### src/rtl/fx_pkg.sv
package fx_pkg;
  typedef enum logic [1:0] {
    COND_NONE = 2'b00,
    COND_OVF  = 2'b01,
    COND_UNF  = 2'b10,
    COND_ZDIV = 2'b11
  } cond_e;

  typedef enum logic [2:0] {
    ACT_PASS = 3'd0,
    ACT_INF  = 3'd1,
    ACT_ZERO = 3'd2,
    ACT_SUB  = 3'd3,
    ACT_ADD  = 3'd4
  } act_e;

  localparam logic [1:0] TAG_VALID   = 2'b00;
  localparam logic [1:0] TAG_ZERO    = 2'b01;
  localparam logic [1:0] TAG_SPECIAL = 2'b10;
  localparam logic [1:0] TAG_EMPTY   = 2'b11;

  localparam int MSK_ZDIV = 0;
  localparam int MSK_OVF  = 1;
  localparam int MSK_UNF  = 2;

  localparam int EXC_ZDIV = 0;
  localparam int EXC_OVF  = 1;
  localparam int EXC_UNF  = 2;
  localparam int EXC_PREC = 3;
  localparam int EXC_W    = 4;
endpackage

### src/rtl/fx_classify.sv
module fx_classify
  import fx_pkg::*;
#(
  parameter int EXP_W       = 20,
  parameter int DENORM_SPAN = 63
) (
  input  logic [1:0]              cond,
  input  logic [2:0]              mask,
  input  logic signed [EXP_W-1:0] exp_in,
  output act_e                    act,
  output logic [EXC_W-1:0]        exc,
  output logic                    c1_set,
  output logic                    c1_clr
);
  // Lowest normal biased exponent is 1; values this far below it flush to zero.
  localparam logic signed [EXP_W-1:0] FLUSH_LIM = EXP_W'(1 - DENORM_SPAN);

  logic flush;
  assign flush = (exp_in <= FLUSH_LIM);

  always_comb begin
    act    = ACT_PASS;
    exc    = '0;
    c1_set = 1'b0;
    c1_clr = 1'b0;
    case (cond_e'(cond))
      COND_OVF: begin
        exc[EXC_OVF] = 1'b1;
        if (mask[MSK_OVF]) begin
          act           = ACT_INF;
          exc[EXC_PREC] = 1'b1;
          c1_set        = 1'b1;
        end else begin
          act = ACT_SUB;
        end
      end
      COND_UNF: begin
        exc[EXC_UNF] = 1'b1;
        if (mask[MSK_UNF]) begin
          exc[EXC_PREC] = 1'b1;
          c1_clr        = 1'b1;
          act           = flush ? ACT_ZERO : ACT_PASS;
        end else begin
          act = ACT_ADD;
        end
      end
      COND_ZDIV: begin
        exc[EXC_ZDIV] = 1'b1;
        act           = mask[MSK_ZDIV] ? ACT_INF : ACT_PASS;
      end
      default: act = ACT_PASS;
    endcase
  end
endmodule

### src/rtl/fx_datapath.sv
module fx_datapath
  import fx_pkg::*;
#(
  parameter int EXP_W     = 20,
  parameter int SIG_W     = 64,
  parameter int EXP_BIAS  = 16383,
  parameter int TRAP_BIAS = 24576
) (
  input  act_e                    act,
  input  logic                    sign_in,
  input  logic signed [EXP_W-1:0] exp_in,
  input  logic [SIG_W-1:0]        sig_in,
  output logic                    sign_out,
  output logic signed [EXP_W-1:0] exp_out,
  output logic [SIG_W-1:0]        sig_out,
  output logic [1:0]              tag_out
);
  localparam logic signed [EXP_W-1:0] INF_EXP = EXP_W'(2 * EXP_BIAS + 1);
  localparam logic signed [EXP_W-1:0] DN_ADJ  = EXP_W'(TRAP_BIAS);
  localparam logic signed [EXP_W-1:0] UP_ADJ  = EXP_W'(TRAP_BIAS + EXP_BIAS);
  localparam logic [SIG_W-1:0]        INF_SIG = {1'b1, {(SIG_W-1){1'b0}}};

  always_comb begin
    sign_out = sign_in;
    exp_out  = exp_in;
    sig_out  = sig_in;
    tag_out  = TAG_VALID;
    case (act)
      ACT_INF: begin
        exp_out = INF_EXP;
        sig_out = INF_SIG;
        tag_out = TAG_SPECIAL;
      end
      ACT_ZERO: begin
        exp_out = '0;
        sig_out = '0;
        tag_out = TAG_ZERO;
      end
      ACT_SUB: exp_out = exp_in - DN_ADJ;
      ACT_ADD: exp_out = exp_in + UP_ADJ;
      default: ;
    endcase
  end
endmodule

### src/rtl/fx_hold.sv
module fx_hold #(
  parameter int W = 8
) (
  input  logic         clk,
  input  logic         rst,
  input  logic         in_valid,
  output logic         in_ready,
  input  logic [W-1:0] in_data,
  output logic         out_valid,
  input  logic         out_ready,
  output logic [W-1:0] out_data
);
  assign in_ready = !out_valid || out_ready;

  always_ff @(posedge clk) begin
    if (rst) out_valid <= 1'b0;
    else if (in_ready) out_valid <= in_valid;
  end

  always_ff @(posedge clk) begin
    if (in_valid && in_ready) out_data <= in_data;
  end

  // a stalled result stays put until taken
  assert_hold_stable_R10: assert property (@(posedge clk) disable iff (rst)
    out_valid && !out_ready |=> out_valid && $stable(out_data));
  // no input is taken while the output is stalled
  assert_no_take_R10: assert property (@(posedge clk) disable iff (rst)
    out_valid && !out_ready |-> !in_ready);
endmodule

### src/rtl/exc_fixup.sv
module exc_fixup
  import fx_pkg::*;
#(
  parameter int EXP_W       = 20,
  parameter int SIG_W       = 64,
  parameter int EXP_BIAS    = 16383,
  parameter int TRAP_BIAS   = 24576,
  parameter int DENORM_SPAN = 63
) (
  input  logic                    clk,
  input  logic                    rst,
  input  logic                    in_valid,
  output logic                    in_ready,
  input  logic [1:0]              in_cond,
  input  logic [2:0]              in_mask,
  input  logic                    in_sign,
  input  logic signed [EXP_W-1:0] in_exp,
  input  logic [SIG_W-1:0]        in_sig,
  output logic                    out_valid,
  input  logic                    out_ready,
  output logic                    out_sign,
  output logic signed [EXP_W-1:0] out_exp,
  output logic [SIG_W-1:0]        out_sig,
  output logic [1:0]              out_tag,
  output logic [3:0]              out_exc,
  output logic                    out_c1_set,
  output logic                    out_c1_clr
);
  localparam int HOLD_W = 1 + EXP_W + SIG_W + 2 + EXC_W + 2;
  localparam logic signed [EXP_W-1:0] INF_EXP = EXP_W'(2 * EXP_BIAS + 1);
  localparam logic [SIG_W-1:0]        INF_SIG = {1'b1, {(SIG_W-1){1'b0}}};

  act_e                    act;
  logic [EXC_W-1:0]        exc_c;
  logic                    c1s_c, c1c_c;
  logic                    sign_c;
  logic signed [EXP_W-1:0] exp_c;
  logic [SIG_W-1:0]        sig_c;
  logic [1:0]              tag_c;
  logic [HOLD_W-1:0]       pack_in, pack_out;

  fx_classify #(.EXP_W(EXP_W), .DENORM_SPAN(DENORM_SPAN)) u_cls (
    .cond(in_cond), .mask(in_mask), .exp_in(in_exp),
    .act(act), .exc(exc_c), .c1_set(c1s_c), .c1_clr(c1c_c)
  );

  fx_datapath #(.EXP_W(EXP_W), .SIG_W(SIG_W), .EXP_BIAS(EXP_BIAS),
                .TRAP_BIAS(TRAP_BIAS)) u_dp (
    .act(act), .sign_in(in_sign), .exp_in(in_exp), .sig_in(in_sig),
    .sign_out(sign_c), .exp_out(exp_c), .sig_out(sig_c), .tag_out(tag_c)
  );

  assign pack_in = {sign_c, exp_c, sig_c, tag_c, exc_c, c1s_c, c1c_c};

  fx_hold #(.W(HOLD_W)) u_hold (
    .clk(clk), .rst(rst), .in_valid(in_valid), .in_ready(in_ready),
    .in_data(pack_in), .out_valid(out_valid), .out_ready(out_ready),
    .out_data(pack_out)
  );

  assign {out_sign, out_exp, out_sig, out_tag, out_exc, out_c1_set, out_c1_clr} = pack_out;

  // the empty tag is never produced
  assert_tag_legal_R1: assert property (@(posedge clk) disable iff (rst)
    out_valid |-> out_tag != TAG_EMPTY);
  // at most one primary cause per result
  assert_one_cause_R9: assert property (@(posedge clk) disable iff (rst)
    out_valid |-> $onehot0(out_exc[2:0]));
  // a precision-chained overflow rounds up to infinity
  assert_ovf_c1_R4: assert property (@(posedge clk) disable iff (rst)
    out_valid && out_exc[EXC_OVF] && out_exc[EXC_PREC] |-> out_c1_set && out_tag == TAG_SPECIAL);
  // a precision-chained underflow rounds down
  assert_unf_c1_R6: assert property (@(posedge clk) disable iff (rst)
    out_valid && out_exc[EXC_UNF] && out_exc[EXC_PREC] |-> out_c1_clr && !out_c1_set);
  // a special result is always the infinity encoding
  assert_special_inf_R2: assert property (@(posedge clk) disable iff (rst)
    out_valid && out_tag == TAG_SPECIAL |-> out_exp == INF_EXP && out_sig == INF_SIG);
  // a zero tag carries a zero significand and exponent
  assert_zero_R6: assert property (@(posedge clk) disable iff (rst)
    out_valid && out_tag == TAG_ZERO |-> out_sig == '0 && out_exp == '0);
endmodule

### config.mk
export PLATFORM = sky130hd
export DESIGN_NAME = exc_fixup
export DESIGN_NICKNAME = d
export VERILOG_FILES = /design/src/rtl/fx_pkg.sv /design/src/rtl/fx_classify.sv /design/src/rtl/fx_datapath.sv /design/src/rtl/fx_hold.sv /design/src/rtl/exc_fixup.sv
export SDC_FILE = /design/constraint.sdc
export NUM_CORES = 1
export LEC_CHECK = 0
export ABC_AREA = 0
export BUFFER_PORTS_ARGS = -buffer_cell sky130_fd_sc_hd__buf_2
export CAP_MARGIN = 20
export CORE_MARGIN = 5
export CORE_UTILIZATION = 52
export CTS_CLUSTER_DIAMETER = 100
export DETAILED_ROUTE_END_ITERATION = 10
export GPL_TIMING_DRIVEN = 0
export PLACE_DENSITY = 0.86
export SLEW_MARGIN = 20
export SYNTH_ARGS = -nofsm -noshare
export SYNTH_HDL_FRONTEND = slang
export SYNTH_SLANG_ARGS = --single-unit
### constraint.sdc
create_clock -name clk -period 4.78 [get_ports clk]
set_input_delay 0.239 -clock clk [delete_from_list [all_inputs] [get_ports clk]]
set_output_delay 0.239 -clock clk [all_outputs]
set_load 0.02 [all_outputs]
* Yosys cells after proc, flatten, opt, wreduce, memory -nomap -nowiden
Cells that the tools add are included. Widths: inputs -> output; s select.
Operators by class: add/subtract/negate cells 2, order comparisons 1, equality and inequality tests 7, multiplexer cells 14, reductions and logical operators 3
Operators with widths (number):
- $pmux 64 s2 | 1
- $pmux 20 s4 | 1
- $add 20x17->20 const B | 1
- $le 20x7->1 const B | 1
- $sub 20x16->20 const B | 1
- $pmux 3 s3 | 1
- $eq 3x2->1 const B | 2
- $mux 1 | 6
- $eq 2x2->1 const B | 2
- $mux 2 | 2
- $pmux 2 s2 | 1
- $eq 3x1->1 const B | 1
- $eq 3x3->1 const B | 1
- $mux 3 | 1
- $eq 2x1->1 const B | 1
- $pmux 1 s2 | 1
- $logic_and 1x1->1 | 1
- $logic_not 1->1 | 1
- $logic_or 1x1->1 | 1
Word-level totals: bits in registers 94, input port bits 94, output and inout bits 95, word-level logic and storage cells 31

* Logic depth before layout (Yosys ltp)
word-level depth 6, mapped depth 10, mapped depth without buffers 8

* Cells and area by module
A second synthesis with hierarchy kept.
Second synthesis, totals: cell total of the unflattened synthesis 382, area total of the unflattened synthesis 4690.7 um^2
By module, submodules not included:
- fx_hold | instances 1, cells an instance 98, area each 2847.7 um^2, seq. area each 2812.7 um^2
- fx_datapath | instances 1, cells an instance 261, area each 1679.1 um^2, seq. area each 0.0 um^2
- fx_classify | instances 1, cells an instance 23, area each 163.9 um^2, seq. area each 0.0 um^2

* Least setup slack after synthesis
Ideal clock, no wire load.
path kind reg-to-reg, from register u_hold.out_valid, to register u_hold.out_data[0] (enable), library setup time 0.462 ns, data arrival time 2.815 ns, data required time 4.318 ns, setup slack 1.503 ns, stages on the path, launching flop included 3, path buffers 0, cell sequence dfxtp_1 > nand2b_1 > and2_1
On the way: longest elaborated chain between the ends 3
RTL lines:
- start, declared | line fx_hold.sv:9 | output logic out_valid,
- start signal, assigned | line fx_hold.sv:17 | else if (in_ready) out_valid <= in_valid;
- $logic_not 1->1 | line fx_hold.sv:13 | assign in_ready = !out_valid || out_ready;
- $logic_or 1x1->1 | line fx_hold.sv:13
- via in_ready | line exc_fixup.sv:13 | output logic in_ready,
- $logic_and 1x1->1 | line fx_hold.sv:21 | if (in_valid && in_ready) out_data <= in_data;
- end signal, assigned | line fx_hold.sv:21
- end, declared | line fx_hold.sv:11 | output logic [W-1:0] out_data
The timed path passes the listed nets, and every way through them passes these cells. A chain may end at the register's enable or synchronous reset.

* Final worst setup path
from input in_cond[1], to register u_hold.out_data[26] (data pin)
On the way: longest elaborated chain between the ends 4, elaborated cells between the ends (all ways) 7
RTL lines:
- start, declared | line exc_fixup.sv:14 | input logic [1:0] in_cond,
- $eq 2x2->1 or $eq 2x1->1 (tied branches) | line fx_classify.sv:26 | case (cond_e'(cond))
- $pmux 3 s3 (*) | line fx_classify.sv:26
- $eq 3x2->1 or $eq 3x1->1 (tied branches) | line fx_datapath.sv:28 | case (act)
- $pmux 64 s2 (*) | line fx_datapath.sv:28
- via sig_c[18] | line exc_fixup.sv:38 | logic [SIG_W-1:0] sig_c;
The timed path passes the listed nets; every way through them passes the cells marked *.

==> qor.csv <==
stage;metric;value;unit
critical_path;endpoint type of the worst setup path;flip-flop;
place;Placer Congestion;0.9426;
hold_path;hold crit path type;in -> reg;
layout;# fillers;630;
synthesis;Post-synth top flop;edfxtp_1;
layout;most frequent cells in the layout;189 x buf_2, 93 x edfxtp_1, 65 x and2_1;
layout;Final Cell Area;5734;um^2
pwr;Int Power;1.370;mW
cts;Clock Sinks;94;
timing;endpoints failing hold;0;
die;die height;102.6;um
pwr;Clock power frac;0.286;
cts;TritonCTS clock tree;built;
routing;number of routed nets with antenna violations;0;
timing;Tmin final;2.206;ns
synthesis;Yosys warning total;0;
timing;Worst-Margin Slew;0.6848;ns
synthesis;Post-synth EDFFs;93;
die;total die area;10520;um^2
synthesis;Mapped Cells;361;
critical_path;Crit path arrival time;2.43;ns
cts;root buf cell;clkbuf_8;
routing;Routed wire per std cell;18.78;um
synthesis;mapped cell area;4454;um^2
critical_path;Startpoint Class;input port;
global_routing;global route overflow;0;
layout;nets;658;
job;Max-Cap Viols;0;
die;Boundary Pins;189;
place;Post-DP Area;5529;um^2
timing;final setup violation count;0;
layout;area growth from synthesis to layout;28.74;%
critical_path;worst setup path startpoint;in_cond[1];
routing;Residual DRC;0;
synthesis;sequential-to-total area share from yosys stat;0.6315;
layout;Core Util, Final;0.6909;
global_routing;first-pass GRT wire length;18.35;mm
place;HPWL after detailed placement;9.355;mm
cts;clk_lat worst skew;0.36;ns
timing;fmax;0.4532;GHz
synthesis;Yosys cell types;55;
layout;share of cells above drive strength 1;0.3915;
die;site row count;33;
routing;Post-Route WL;12.53;mm
synthesis;ys async rst share;0;
cts;cts repair resizes;0;
place;port bufs;184;
synthesis;syn_area_per_cell;12.34;um^2
timing;setup TNS;0;ns
pwr;Design Power;1.922;mW
routing;drt first pass iters;5;
die;Starting Density;0.5367;
global_routing;initial antenna violation count;0;
timing;worst setup margin;2.574;ns
cts;CTS HTree Levels;3;
die;core area;8299;um^2
synthesis;Post-Syn Nets;462;
critical_path;reg2reg start;u_hold.out_valid;
critical_path;Worst EP required;5.00;ns
timing;fin. max-slew vios;0;
timing;unrepaired setup endpoints after global routing;false;
cts;clk slew on worst S/H paths;0.09;ns
outcome;status;completed;
pwr;peak supply drop;0.1664;mV
pwr;sequential share of power;0.522;
die;chip width;102.6;um
place;worst slack at placement;2.159;ns
pwr;Net Sw Power;0.5517;mW
timing;Rel. slew slack;0.5435;
routing;drt initial violations;231;
layout;Ant. Diodes;0;
cts;CTS Buf Count;9;
cts;Post-CTS Setup Bufs;0;
layout;commonest non-fill, non-tap cell in the layout;buf_2;
global_routing;vias in the first global route;3696;
timing;period utilization;0.4616;
timing;final setup skew;0.006588;ns
global_routing;largest net degree at the start of global routing;52;
cts;deepest clock path buffer count;2;
routing;routed vias/inst;5.685;
synthesis;FF+latch count, synth;94;
hold_path;Hold Startpoint;rst;
pwr;PwrDens;335.2;nW/um^2
global_routing;Total Routing Usage GR;0.2279;
critical_path;crit path max fanout;10;
pwr;Sw Ratio;0.2870;
critical_path;critical path type;in -> reg;
cts;cts hold-fix bufs;0;
routing;routed via count;3792;
pwr;Comb pwr share;0.192;
pwr;leakage power;2.344;nW
==> Yosys cell counts (2+ instances only) <==
library cell / count / share of area
a211oi_1: 2 / 0.0034
a21o_1: 2 / 0.0034
a21oi_1: 25 / 0.028
a311oi_1: 2 / 0.0039
a31oi_1: 7 / 0.0098
a32o_1: 2 / 0.0045
a41oi_1: 4 / 0.0079
and2_1: 66 / 0.093
and4_1: 2 / 0.0039
buf_2: 5 / 0.0056
clkbuf_1: 15 / 0.013
edfxtp_1: 93 / 0.63
ha_1: 7 / 0.020
inv_1: 5 / 0.0042
nand2_1: 16 / 0.013
nand2b_1: 3 / 0.0042
nand3_1: 10 / 0.011
nand4_1: 2 / 0.0028
nor2_1: 20 / 0.017
nor3_1: 13 / 0.015
o21a_1: 2 / 0.0034
o21ai_0: 11 / 0.012
o22a_1: 7 / 0.014
o31a_1: 3 / 0.0059
o31ai_1: 3 / 0.0051
o41ai_1: 2 / 0.0039
or3_1: 3 / 0.0042
or4_1: 2 / 0.0034
==> metrics by stage <==
step,hold slack [ns],instances
floorplan,0.3081,361
global placement,0.3981,650
detailed placement,0.3982,651
CTS,0.01315,667
global route,0.01772,667
finish,0.01994,667
==> metal layers <==
metal | part of all wire | wire, um | GRT usage
met1 | 0.36 | 4564 | 0.2808
met2 | 0.50 | 6287 | 0.3967
met3 | 0.12 | 1456 | 0.04871
met4 | 0.018 | 220 | 0.08073
met5 | 0 | 0 | 0
==> worst max-delay path, cell delays in order <==
cell and delay, ns:
buf_2 0.12, inv_1 0.08, ha_1 0.21, nand2b_1 0.13
nand4_2 0.15, o31ai_4 0.40, nand2_1 0.18, nand3_1 0.36
clkbuf_1 0.37, and2_1 0.20
==> logic make-up after synthesis <==
family | synth area share
buffers and inverters | 0.02612
AO/OA/AOI/OAI | 0.1329
adder cells (fa/ha/maj) | 0.01966
AND/OR/NAND/NOR | 0.1899
flip-flops | 0.6315
==> registers in the layout, summed over array words and instances, names as in the netlist <==
| register | flops |
|---|---|
| u_hold.out_data | 93 |
| u_hold.out_valid | 1 |
==> path summary, 6_finish.rpt <==
check / end / slack [ns] / cells past startpoint
hold reg to reg: u_hold.out_valid / 0.54 / 2
setup / recovery: u_hold.out_data[26] / 2.57 / 10
hold / removal: u_hold.out_valid / 0.02 / 2
setup reg to reg: u_hold.out_data[43] / 3.08 / 3
==> final cells by class <==
cell class                      instances  area (um^2)  area share
Sequential cell                        94         2813      0.4905
Multi-Input combinational cell        240         1528      0.2664
Timing Repair Buffer                  185        940.9      0.1641
Tap cell                              105        131.4     0.02291
Clock buffer                            9        123.9     0.02160
Buffer                                 22        97.59     0.01702
Clock inverter                          7        81.33     0.01418
Inverter                                5        18.77    0.003273
==> power by group through the flow <==
| stage | Combinational (mW) | Sequential, mW | Clock, mW |
|---|---|---|---|
| after CTS | 0.369 | 1.00 | 0.558 |
| after detailed placement | 0.368 | 1.02 | 0 |
| after floorplan | 0.132 | 1.11 | 0 |
| final | 0.369 | 1.00 | 0.550 |
| after global placement | 0.356 | 1.02 | 0 |
| after global routing | 0.396 | 1.01 | 0.594 |
Note: power is estimated with default switching activity, not from simulation.
